File: src/rtl/hs_lane_pkg.sv
package hs_lane_pkg;
   typedef enum logic [3:0] {
      ST_IDLE, ST_LP01, ST_LP00, ST_ZERO, ST_SYNC,
      ST_HDR, ST_PAY, ST_CSUM, ST_TRAIL
   } seq_state_t;

   localparam logic [7:0] SYNC_BYTE = 8'hB8;
   localparam int WC_W = 16;

   // whole cycles covering a minimum interval, never fewer than one
   function automatic int cyc_ceil(input int span_ps, input int per_ps);
      int c;
      c = (span_ps + per_ps - 1) / per_ps;
      return (c < 1) ? 1 : c;
   endfunction

   function automatic int bits_for(input int v);
      int b;
      b = 1;
      while ((1 << b) <= v) b++;
      return b;
   endfunction
endpackage

File: src/rtl/hs_seq_timer.sv
module hs_seq_timer #(
   parameter int W = 16
) (
   input  logic         clk,
   input  logic         rst_n,
   input  logic         load,
   input  logic [W-1:0] load_val,
   output logic [W-1:0] count,
   output logic         at_zero
);
   always_ff @(posedge clk or negedge rst_n) begin
      if (!rst_n)            count <= '0;
      else if (load)         count <= load_val;
      else if (count != '0)  count <= count - 1'b1;
   end

   assign at_zero = (count == '0);
endmodule

File: src/rtl/hs_byte_path.sv
module hs_byte_path
   import hs_lane_pkg::*;
#(
   parameter bit WIRE_MSB_FIRST = 1'b0
) (
   input  logic       clk,
   input  logic       rst_n,
   input  seq_state_t state,
   input  logic [1:0] slot,
   input  logic [31:0] hdr,
   input  logic [15:0] csum,
   input  logic [7:0] pay_data,
   input  logic       pay_valid,
   output logic [7:0] hs_byte
);
   logic [7:0] logical;
   logic       last_bit;

   always_comb begin
      unique case (state)
         ST_SYNC:  logical = SYNC_BYTE;
         ST_HDR: begin
            unique case (slot)
               2'd3:    logical = hdr[7:0];
               2'd2:    logical = hdr[15:8];
               2'd1:    logical = hdr[23:16];
               default: logical = hdr[31:24];
            endcase
         end
         ST_PAY:   logical = pay_valid ? pay_data : 8'h00;
         ST_CSUM:  logical = slot[0] ? csum[7:0] : csum[15:8];
         ST_TRAIL: logical = {8{~last_bit}};
         default:  logical = 8'h00;
      endcase
   end

   // the final wire bit of a packet byte is its bit 7
   always_ff @(posedge clk or negedge rst_n) begin
      if (!rst_n) last_bit <= 1'b0;
      else if (state inside {ST_SYNC, ST_HDR, ST_PAY, ST_CSUM})
         last_bit <= logical[7];
   end

   generate
      if (WIRE_MSB_FIRST) begin : g_rev
         for (genvar i = 0; i < 8; i++) begin : g_bit
            assign hs_byte[i] = logical[7-i];
         end
      end else begin : g_fwd
         assign hs_byte = logical;
      end
   endgenerate
endmodule

File: src/rtl/hs_lane_seq.sv
module hs_lane_seq
   import hs_lane_pkg::*;
#(
   parameter int BYTE_CLK_PS    = 5000,
   parameter int TLPX_PS        = 50000,
   parameter int PREP_PS        = 95000,
   parameter int ZERO_PS        = 40000,
   parameter int TRAIL_PS       = 42000,
   parameter bit WIRE_MSB_FIRST = 1'b0
) (
   input  logic        clk,
   input  logic        rst_n,
   input  logic        req_valid,
   output logic        req_ready,
   input  logic        req_long,
   input  logic [31:0] req_hdr,
   input  logic [15:0] req_csum,
   input  logic        pay_valid,
   output logic        pay_ready,
   input  logic [7:0]  pay_data,
   output logic        lp_p,
   output logic        lp_n,
   output logic        hs_en,
   output logic [7:0]  hs_byte,
   output logic        done,
   output logic        stall_err
);
   localparam int TLPX_CYC  = cyc_ceil(TLPX_PS,  BYTE_CLK_PS);
   localparam int PREP_CYC  = cyc_ceil(PREP_PS,  BYTE_CLK_PS);
   localparam int ZERO_CYC  = cyc_ceil(ZERO_PS,  BYTE_CLK_PS);
   localparam int TRAIL_CYC = cyc_ceil(TRAIL_PS, BYTE_CLK_PS);
   localparam int MAX_CYC   = (TLPX_CYC > PREP_CYC ? TLPX_CYC : PREP_CYC) >
                              (ZERO_CYC > TRAIL_CYC ? ZERO_CYC : TRAIL_CYC) ?
                              (TLPX_CYC > PREP_CYC ? TLPX_CYC : PREP_CYC) :
                              (ZERO_CYC > TRAIL_CYC ? ZERO_CYC : TRAIL_CYC);
   localparam int TW = bits_for(MAX_CYC) > WC_W ? bits_for(MAX_CYC) : WC_W;

   generate
      if (BYTE_CLK_PS <= 0) begin : g_bad_period
         $error("BYTE_CLK_PS must be positive");
      end
      if (TLPX_PS < 0 || PREP_PS < 0 || ZERO_PS < 0 || TRAIL_PS < 0) begin : g_bad_span
         $error("interval minimums must not be negative");
      end
   endgenerate

   seq_state_t        state, nxt;
   logic              ld;
   logic [TW-1:0]     ld_val, cnt;
   logic              cnt_zero;
   logic              pkt_long;
   logic [31:0]       pkt_hdr;
   logic [15:0]       pkt_csum;
   logic [WC_W-1:0]   wc;

   assign wc = pkt_hdr[23:8];

   always_comb begin
      nxt    = state;
      ld     = 1'b0;
      ld_val = '0;
      unique case (state)
         ST_IDLE: if (req_valid) begin
            nxt = ST_LP01; ld = 1'b1; ld_val = TW'(TLPX_CYC - 1);
         end
         ST_LP01: if (cnt_zero) begin
            nxt = ST_LP00; ld = 1'b1; ld_val = TW'(PREP_CYC - 1);
         end
         ST_LP00: if (cnt_zero) begin
            nxt = ST_ZERO; ld = 1'b1; ld_val = TW'(ZERO_CYC - 1);
         end
         ST_ZERO: if (cnt_zero) nxt = ST_SYNC;
         ST_SYNC: begin
            nxt = ST_HDR; ld = 1'b1; ld_val = TW'(3);
         end
         ST_HDR: if (cnt_zero) begin
            ld = 1'b1;
            if (pkt_long && wc != '0) begin
               nxt = ST_PAY; ld_val = TW'(wc - 1'b1);
            end else if (pkt_long) begin
               nxt = ST_CSUM; ld_val = TW'(1);
            end else begin
               nxt = ST_TRAIL; ld_val = TW'(TRAIL_CYC - 1);
            end
         end
         ST_PAY: if (cnt_zero) begin
            nxt = ST_CSUM; ld = 1'b1; ld_val = TW'(1);
         end
         ST_CSUM: if (cnt_zero) begin
            nxt = ST_TRAIL; ld = 1'b1; ld_val = TW'(TRAIL_CYC - 1);
         end
         ST_TRAIL: if (cnt_zero) nxt = ST_IDLE;
         default: nxt = ST_IDLE;
      endcase
   end

   always_ff @(posedge clk or negedge rst_n) begin
      if (!rst_n) begin
         state     <= ST_IDLE;
         pkt_long  <= 1'b0;
         pkt_hdr   <= '0;
         pkt_csum  <= '0;
         done      <= 1'b0;
         stall_err <= 1'b0;
      end else begin
         state <= nxt;
         done  <= (state == ST_TRAIL) && cnt_zero;
         if (state == ST_IDLE && req_valid) begin
            pkt_long  <= req_long;
            pkt_hdr   <= req_hdr;
            pkt_csum  <= req_csum;
            stall_err <= 1'b0;
         end else if (state == ST_PAY && !pay_valid) begin
            stall_err <= 1'b1;
         end
      end
   end

   hs_seq_timer #(.W(TW)) u_timer (
      .clk      (clk),
      .rst_n    (rst_n),
      .load     (ld),
      .load_val (ld_val),
      .count    (cnt),
      .at_zero  (cnt_zero)
   );

   hs_byte_path #(.WIRE_MSB_FIRST(WIRE_MSB_FIRST)) u_bytes (
      .clk       (clk),
      .rst_n     (rst_n),
      .state     (state),
      .slot      (cnt[1:0]),
      .hdr       (pkt_hdr),
      .csum      (pkt_csum),
      .pay_data  (pay_data),
      .pay_valid (pay_valid),
      .hs_byte   (hs_byte)
   );

   assign req_ready = (state == ST_IDLE);
   assign lp_p      = (state == ST_IDLE);
   assign lp_n      = (state == ST_IDLE) || (state == ST_LP01);
   assign hs_en     = state inside {ST_ZERO, ST_SYNC, ST_HDR, ST_PAY, ST_CSUM, ST_TRAIL};
   assign pay_ready = (state == ST_PAY);
endmodule

File: config.mk
export PLATFORM = sky130hd
export DESIGN_NAME = hs_lane_seq
export DESIGN_NICKNAME = d
export VERILOG_FILES = /design/src/rtl/hs_lane_pkg.sv /design/src/rtl/hs_seq_timer.sv /design/src/rtl/hs_byte_path.sv /design/src/rtl/hs_lane_seq.sv
export SDC_FILE = /design/constraint.sdc
export NUM_CORES = 1
export LEC_CHECK = 0
export ABC_AREA = 1
export BUFFER_PORTS_ARGS = -buffer_cell sky130_fd_sc_hd__buf_2
export CORE_MARGIN = 2
export CORE_UTILIZATION = 45
export DETAILED_ROUTE_END_ITERATION = 10
export PLACE_DENSITY = 0.72
export SETUP_SLACK_MARGIN = 0.5
export SLEW_MARGIN = 20
export SYNTH_ARGS = -nofsm -noshare
export SYNTH_HDL_FRONTEND = slang
export SYNTH_SLANG_ARGS = --single-unit
File: constraint.sdc
create_clock -name clk -period 2.1 [get_ports clk]
set_input_delay 0.105 -clock clk [delete_from_list [all_inputs] [get_ports clk]]
set_output_delay 0.105 -clock clk [all_outputs]
set_load 0.005 [all_outputs]
* Yosys cells after proc, flatten, opt, wreduce, memory -nomap -nowiden
Cells that the tools add are included.
Word-level totals: register bits 72, word-level logic and storage cells 77, input bits 61, output and inout port bits 15
Operators by class: multiplexer cells 31, reduce and logical (&&, ||, !) cells 16, add/subtract/negate cells 2, eq/ne operators 19, bitwise logic cells 1
Operator list (count):
- $pmux W16 S7 | 1
- $mux W16 | 4
- $mux W4 | 13
- $pmux W8 S5 | 1
- $pmux W4 S9 | 1
- $reduce_bool A16 Y1 | 2
- $sub A16 B1 Y16 const B | 2
- $pmux W8 S3 | 1
- $eq A4 B3 Y1 const B | 4
- $logic_not A16 Y1 | 1
- $mux W8 | 2
- $ne A2 B2 Y1 const B | 7
- $eq A4 B2 Y1 const B | 2
- $reduce_and A8 Y1 | 1
- $reduce_bool A6 Y1 | 1
- $mux W1 | 5
- $mux W5 | 1
- $reduce_or A5 Y1 | 1
- $eq A2 B2 Y1 const B | 2
- $eq A4 B1 Y1 const B | 1
- $eq A4 B4 Y1 const B | 1
- $logic_and A1 B1 Y1 | 4
- $logic_not A4 Y1 | 1
- $reduce_bool A2 Y1 | 2
- other kinds (8) | 8

* Depth between registers and ports, before layout
word-level depth 6, depth in mapped cells 15, gate-level depth less buffers 14

* Hierarchy
Synthesis repeated with hierarchy kept, for this count alone.
Second synthesis, totals: cells, all modules 681, area, all modules 4535.6 um^2
By module, submodules not included:
- hs_lane_seq | area an instance 2796.4 um^2, times used 1, seq. area each 1376.3 um^2, cells each 381
- hs_seq_timer | area an instance 1118.6 um^2, times used 1, seq. area each 400.4 um^2, cells each 168
- hs_byte_path | area an instance 620.6 um^2, times used 1, seq. area each 25.0 um^2, cells each 132

* Least setup slack after synthesis
Ideal clock, no wire load.
path type reg2reg, start reg u_timer.count[0], end reg u_timer.count[10], setup time 0.077 ns, arrival time 1.872 ns, data required time 2.023 ns, path buffers 1, period minus slack after synthesis 1.949 ns, slack 0.151 ns, stages on the path, launching flop included 11, cell sequence dfrtp_1 -> inv_1 -> clkbuf_1 -> ha_1 -> inv_1 -> nor2_4 -> nand2_1 -> nor2_1 -> xor2_1 -> nand2_1 -> a21oi_1
Between the ends: cells in the longest elaborated chain, start to end 4, elaborated cells between the ends (all ways) 10, those cells by class add/sub (1); mux (6); reduce/logical (3)
RTL lines:
- start, declared | RTL line hs_seq_timer.sv:8 | output logic [W-1:0] count,
- start signal, assigned | RTL line hs_seq_timer.sv:13 | else if (load) count <= load_val;
- start signal, assigned | RTL line hs_seq_timer.sv:14 | else if (count != '0) count <= count - 1'b1;
- parallel branches: the longest is 4 deep, another holds $sub A16 B1 Y16
Several ways; the timed one is not identified. The select of a mux whose other input is x is not followed. A chain may end at the register's enable or synchronous reset.

* Worst setup path after layout
start reg u_timer.count[1], end out hs_byte[3]
Between the ends: cells in the longest elaborated chain, start to end 3, elaborated cells between the ends (all ways) 5, those cells by class eq/ne (3); mux (2)
RTL lines:
- $eq A2 B1 Y1 or $eq A2 B2 Y1 (tied branches) | RTL line hs_byte_path.sv:23 | unique case (slot)
- $pmux W8 S3 * | RTL line hs_byte_path.sv:23
- $pmux W8 S5 * | RTL line hs_byte_path.sv:20 | unique case (state)
- end, declared | RTL line hs_lane_seq.sv:24 | output logic [7:0] hs_byte,
Mark *: on every way between the ends. The rest lies on a longest branch, timed or not.

==> out/metrics.csv <==
stage,metric,value,unit
drt,Vias,4923,
sta,final count of negative-setup-slack endpoints,0,
logic_synthesis,main area contributors after synthesis,"dfrtp_1, nand2_1, nor2_1",
sta,Tmin final,1.96,ns
global_route,antenna violations before repair,0,
die,core area,9730,sq um
global_route,GRT Total Usage,27.7,%
drt,DR WL/cell,16.4,um
cts,htree depth,3,
global_route,pin count of the biggest net entering global routing,73,
die,Die Span Y,104,um
cells_and_area,synth-to-layout area growth,50.1,%
sta,final setup TNS,0,ns
setup_path,R2R Setup Slk,0.19,ns
place,placed insts,833,
logic_synthesis,yosys warns,0,
setup_path,worst endpoint data arrival time,1.86,ns
logic_synthesis,"flops & latches, synth",72,
logic_synthesis,"Distinct cells, synth",36,
global_route,GRT overflow,0,
place,RD Place Congestion,0.969,
place,DP Worst Slack,0.0386,ns
drt,DRT iter0 DRCs,361,
sta,Least-Margin Pin Slew,0.425,ns
sta,Hold Fails Final Rpt,0,
drt,Routed WL,15.5,mm
drt,Avg Vias per Cell,5.23,
cts,Num CTS Buffers,9,
die,die footprint,10800,sq um
sta,max-slew violations,0,
setup_path,Crit path required time,2.00,ns
setup_path,FF-to-FF path depth,14,
sta,slew margin rel.,71.4,%
setup_path,CP top delay family,flip-flops,
logic_synthesis,Post-synth EDFFs,0,
logic_synthesis,ys async rst share,100,%
setup_path,CP Capture Type,output port,
cts,clk sinks,72,
place,Post-DP HPWL,9.19,mm
place,IO buf count,75,
setup_path,CP cell instances,"inv_2, buf_6, ha_4, inv_8, o21ai_2, a31oi_2, a21oi_1, nand2_1, buf_2",
status,status,finished clean,
die,num ports,76,
cts,Clock Latency Late Sink,0.37,ns
drt,first drt pass iteration count,6,
logic_synthesis,Yosys top cell by area,dfrtp_1,
setup_path,Worst R2R Start,u_timer.count[1]$_DFFE_PN0P_,
global_route,vias in the first global route,4823,
logic_synthesis,Synth Instances,637,
cts,CTS tree,done,
logic_synthesis,register area share after synthesis,40.1,%
sta,Clock Skews,0.0111,ns
logic_synthesis,top_reg_cell synth,dfrtp_1,
cells_and_area,Ant. Diodes,0,
drt,drt drc,0,
logic_synthesis,cell with the most instances after synthesis,nand2_1,
setup_path,Critical Path Source Type,register,
sta,crit share post-route,93.4,%
cts,clock root buffer,clkbuf_8,
setup_path,"slowest stage cell, crit path",dfrtp_1,
power,Static Leak,3.26,nW
logic_synthesis,most frequent cells after synthesis,"nand2_1, dfrtp_1, nor2_1",
setup_path,CP max stage delay,0.43,ns
cells_and_area,Final #Nets,871,
sta,f_max,510,MHz
die,FP Rows,36,
worst_hold_path,HP Class,in2reg,
setup_path,top fanout value on the critical path,8,
die,Die Width,104,um
setup_path,reg2reg end,u_timer.count[3]$_DFFE_PN0P_,
setup_path,end point of the critical path,hs_byte[3],
logic_synthesis,mean post-synth cell area,7.06,sq um
cts,CTS max path bufs,2,
power,P per Cell Area,1490,nW/um^2
cells_and_area,Finished Layout Cells,941,
setup_path,Bufs and invs on worst path,4,
setup_path,crit path launch,u_timer.count[1]$_DFFE_PN0P_,
sta,RSZ-0062 raised after global routing,yes,
flow_run,max-cap viol count,0,
logic_synthesis,mapped cell area,4500,sq um
setup_path,critical path depth,9,
power,maximum vdd drop,0.000642,V
global_route,first-pass GRT wire length,23.9,mm
sta,Final Worst Setup Slack,0.138,ns
drt,remaining antenna violation count,0,
die,Initial Util,46.2,%
setup_path,Setup CP Type,reg2out,
logic_synthesis,Post-Synthesis Net Count,704,
cts,CTS clock-pin slew for the worst setup and hold paths,0.08,ns
logic_synthesis,share of the synthesized area in the top cell type,40.1,%
cells_and_area,share of post-route cells with drive strength above 1,33.4,%
-- where the power goes --
group          total, mW  internal (mW)  switching [mW]  leakage [nW]
Sequential          2.60           2.01           0.593         0.910
Clock               1.12          0.574           0.548        0.0925
Combinational       6.34           2.57            3.77          2.26
Total               10.1           5.15            4.92          3.26
-- placed cells by master (no fill, tap or decap), types with 5 or more instances in the layout --
cell	count
a21oi_2	14
o21ai_0	18
nand3_1	15
nand2_4	5
a21oi_1	10
o21ai_1	13
nand2_1	228
nand3_4	7
nand4_1	9
o221ai_2	5
buf_4	23
nor2_4	14
dfrtp_1	70
inv_1	42
nor2_2	9
buf_6	14
nand3_2	14
nor2_1	58
nand2_2	12
clkbuf_8	10
inv_2	10
o21ai_2	10
dlygate4sd3_1	49
xor2_1	8
buf_12	6
buf_2	75
-- repair_timing --
| action | 4_1_cts | 5_1_grt |
|---|---|---|
| endpoints found under the setup margin | 69 | 77 |
| buffers inserted | 24 | 13 |
| gates cloned | 4 | 3 |
| pin swaps | 38 | 38 |
| resized for setup | 90 | 69 |
| hold buffers | 49 | 0 |
| endpoints found under the hold margin | 120 | 0 |
-- metal layers --
metal / part of all wire, % / global-route usage [%]
met1: 40 / 35.3
met5: 0 / 0
met3: 5.6 / 4.32
met2: 52 / 46.9
met4: 2.7 / 11.6
-- through the flow --
step / hold slack (ns) / power (mW) / cell area (sq um) / utilization (%)
2_1_floorplan: -0.191 / 5.65 / 4560 / -
3_3_place_gp: 0.167 / 6.67 / 5060 / 52.0
3_5_place_dp: 0.171 / 6.77 / 5060 / 52.0
4_1_cts: 0.0158 / 9.10 / 6310 / 64.8
5_1_grt: 0.0232 / 10.7 / 6750 / 69.4
6_report: 0.0120 / 10.1 / 6750 / 69.4
-- worst min-delay path by stage --
stage / slack [ns] / cells after the start / startpoint / to
2_1_floorplan: -0.19 / 0 / rst_n / done$_DFF_PN0_
3_3_place_gp: 0.17 / 2 / rst_n / u_timer.count[9]$_DFFE_PN0P_
3_5_place_dp: 0.17 / 2 / rst_n / u_timer.count[8]$_DFFE_PN0P_
4_1_cts: 0.02 / 3 / req_hdr[22] / pkt_hdr[22]$_DFFE_PN0P_
5_1_grt: 0.02 / 3 / req_hdr[22] / pkt_hdr[22]$_DFFE_PN0P_
6_report: 0.01 / 3 / req_hdr[22] / pkt_hdr[22]$_DFFE_PN0P_
-- cell families after synthesis --
kind of cell | Yosys count | share of synthesized area [%]
fa+ha+maj | 6 | 1.67
compound gates | 83 | 10.3
simple gates | 384 | 37.9
xor+xnor | 13 | 2.53
buf+inv | 79 | 7.49
flops | 72 | 40.1
-- final cells by class --
type / count / area (sq um)
clock inverter: 3 / 42.5
inverter: 61 / 275
timing repair buffer: 172 / 1450
tap: 133 / 166
sequential: 72 / 1800
multi-input combinational: 487 / 2850
fill: 771 / 2980
timing repair inverter: 1 / 11.3
clock buffer: 12 / 145
-- flip-flops by register name, indices dropped and copies added (netlist names) --
name,flops
done,1
u_timer.count,16
stall_err,1
pkt_long,1
pkt_hdr,32
pkt_csum,16
u_bytes.last_bit,1
state,4
-- worst register-to-register path, cell delays in order, from the launching register on --
cell     delay [ns]
dfrtp_1        0.43
inv_2          0.13
ha_4           0.16
inv_2          0.03
nor2_2         0.08
nand2_2        0.07
nor2_4         0.19
nand3_4        0.11
nand2_4        0.12
buf_12         0.12
inv_6          0.06
nand2_1        0.08
nand3_1        0.10
nand2_1        0.09
inv_1          0.05
Power figures use the tool's default switching activity.
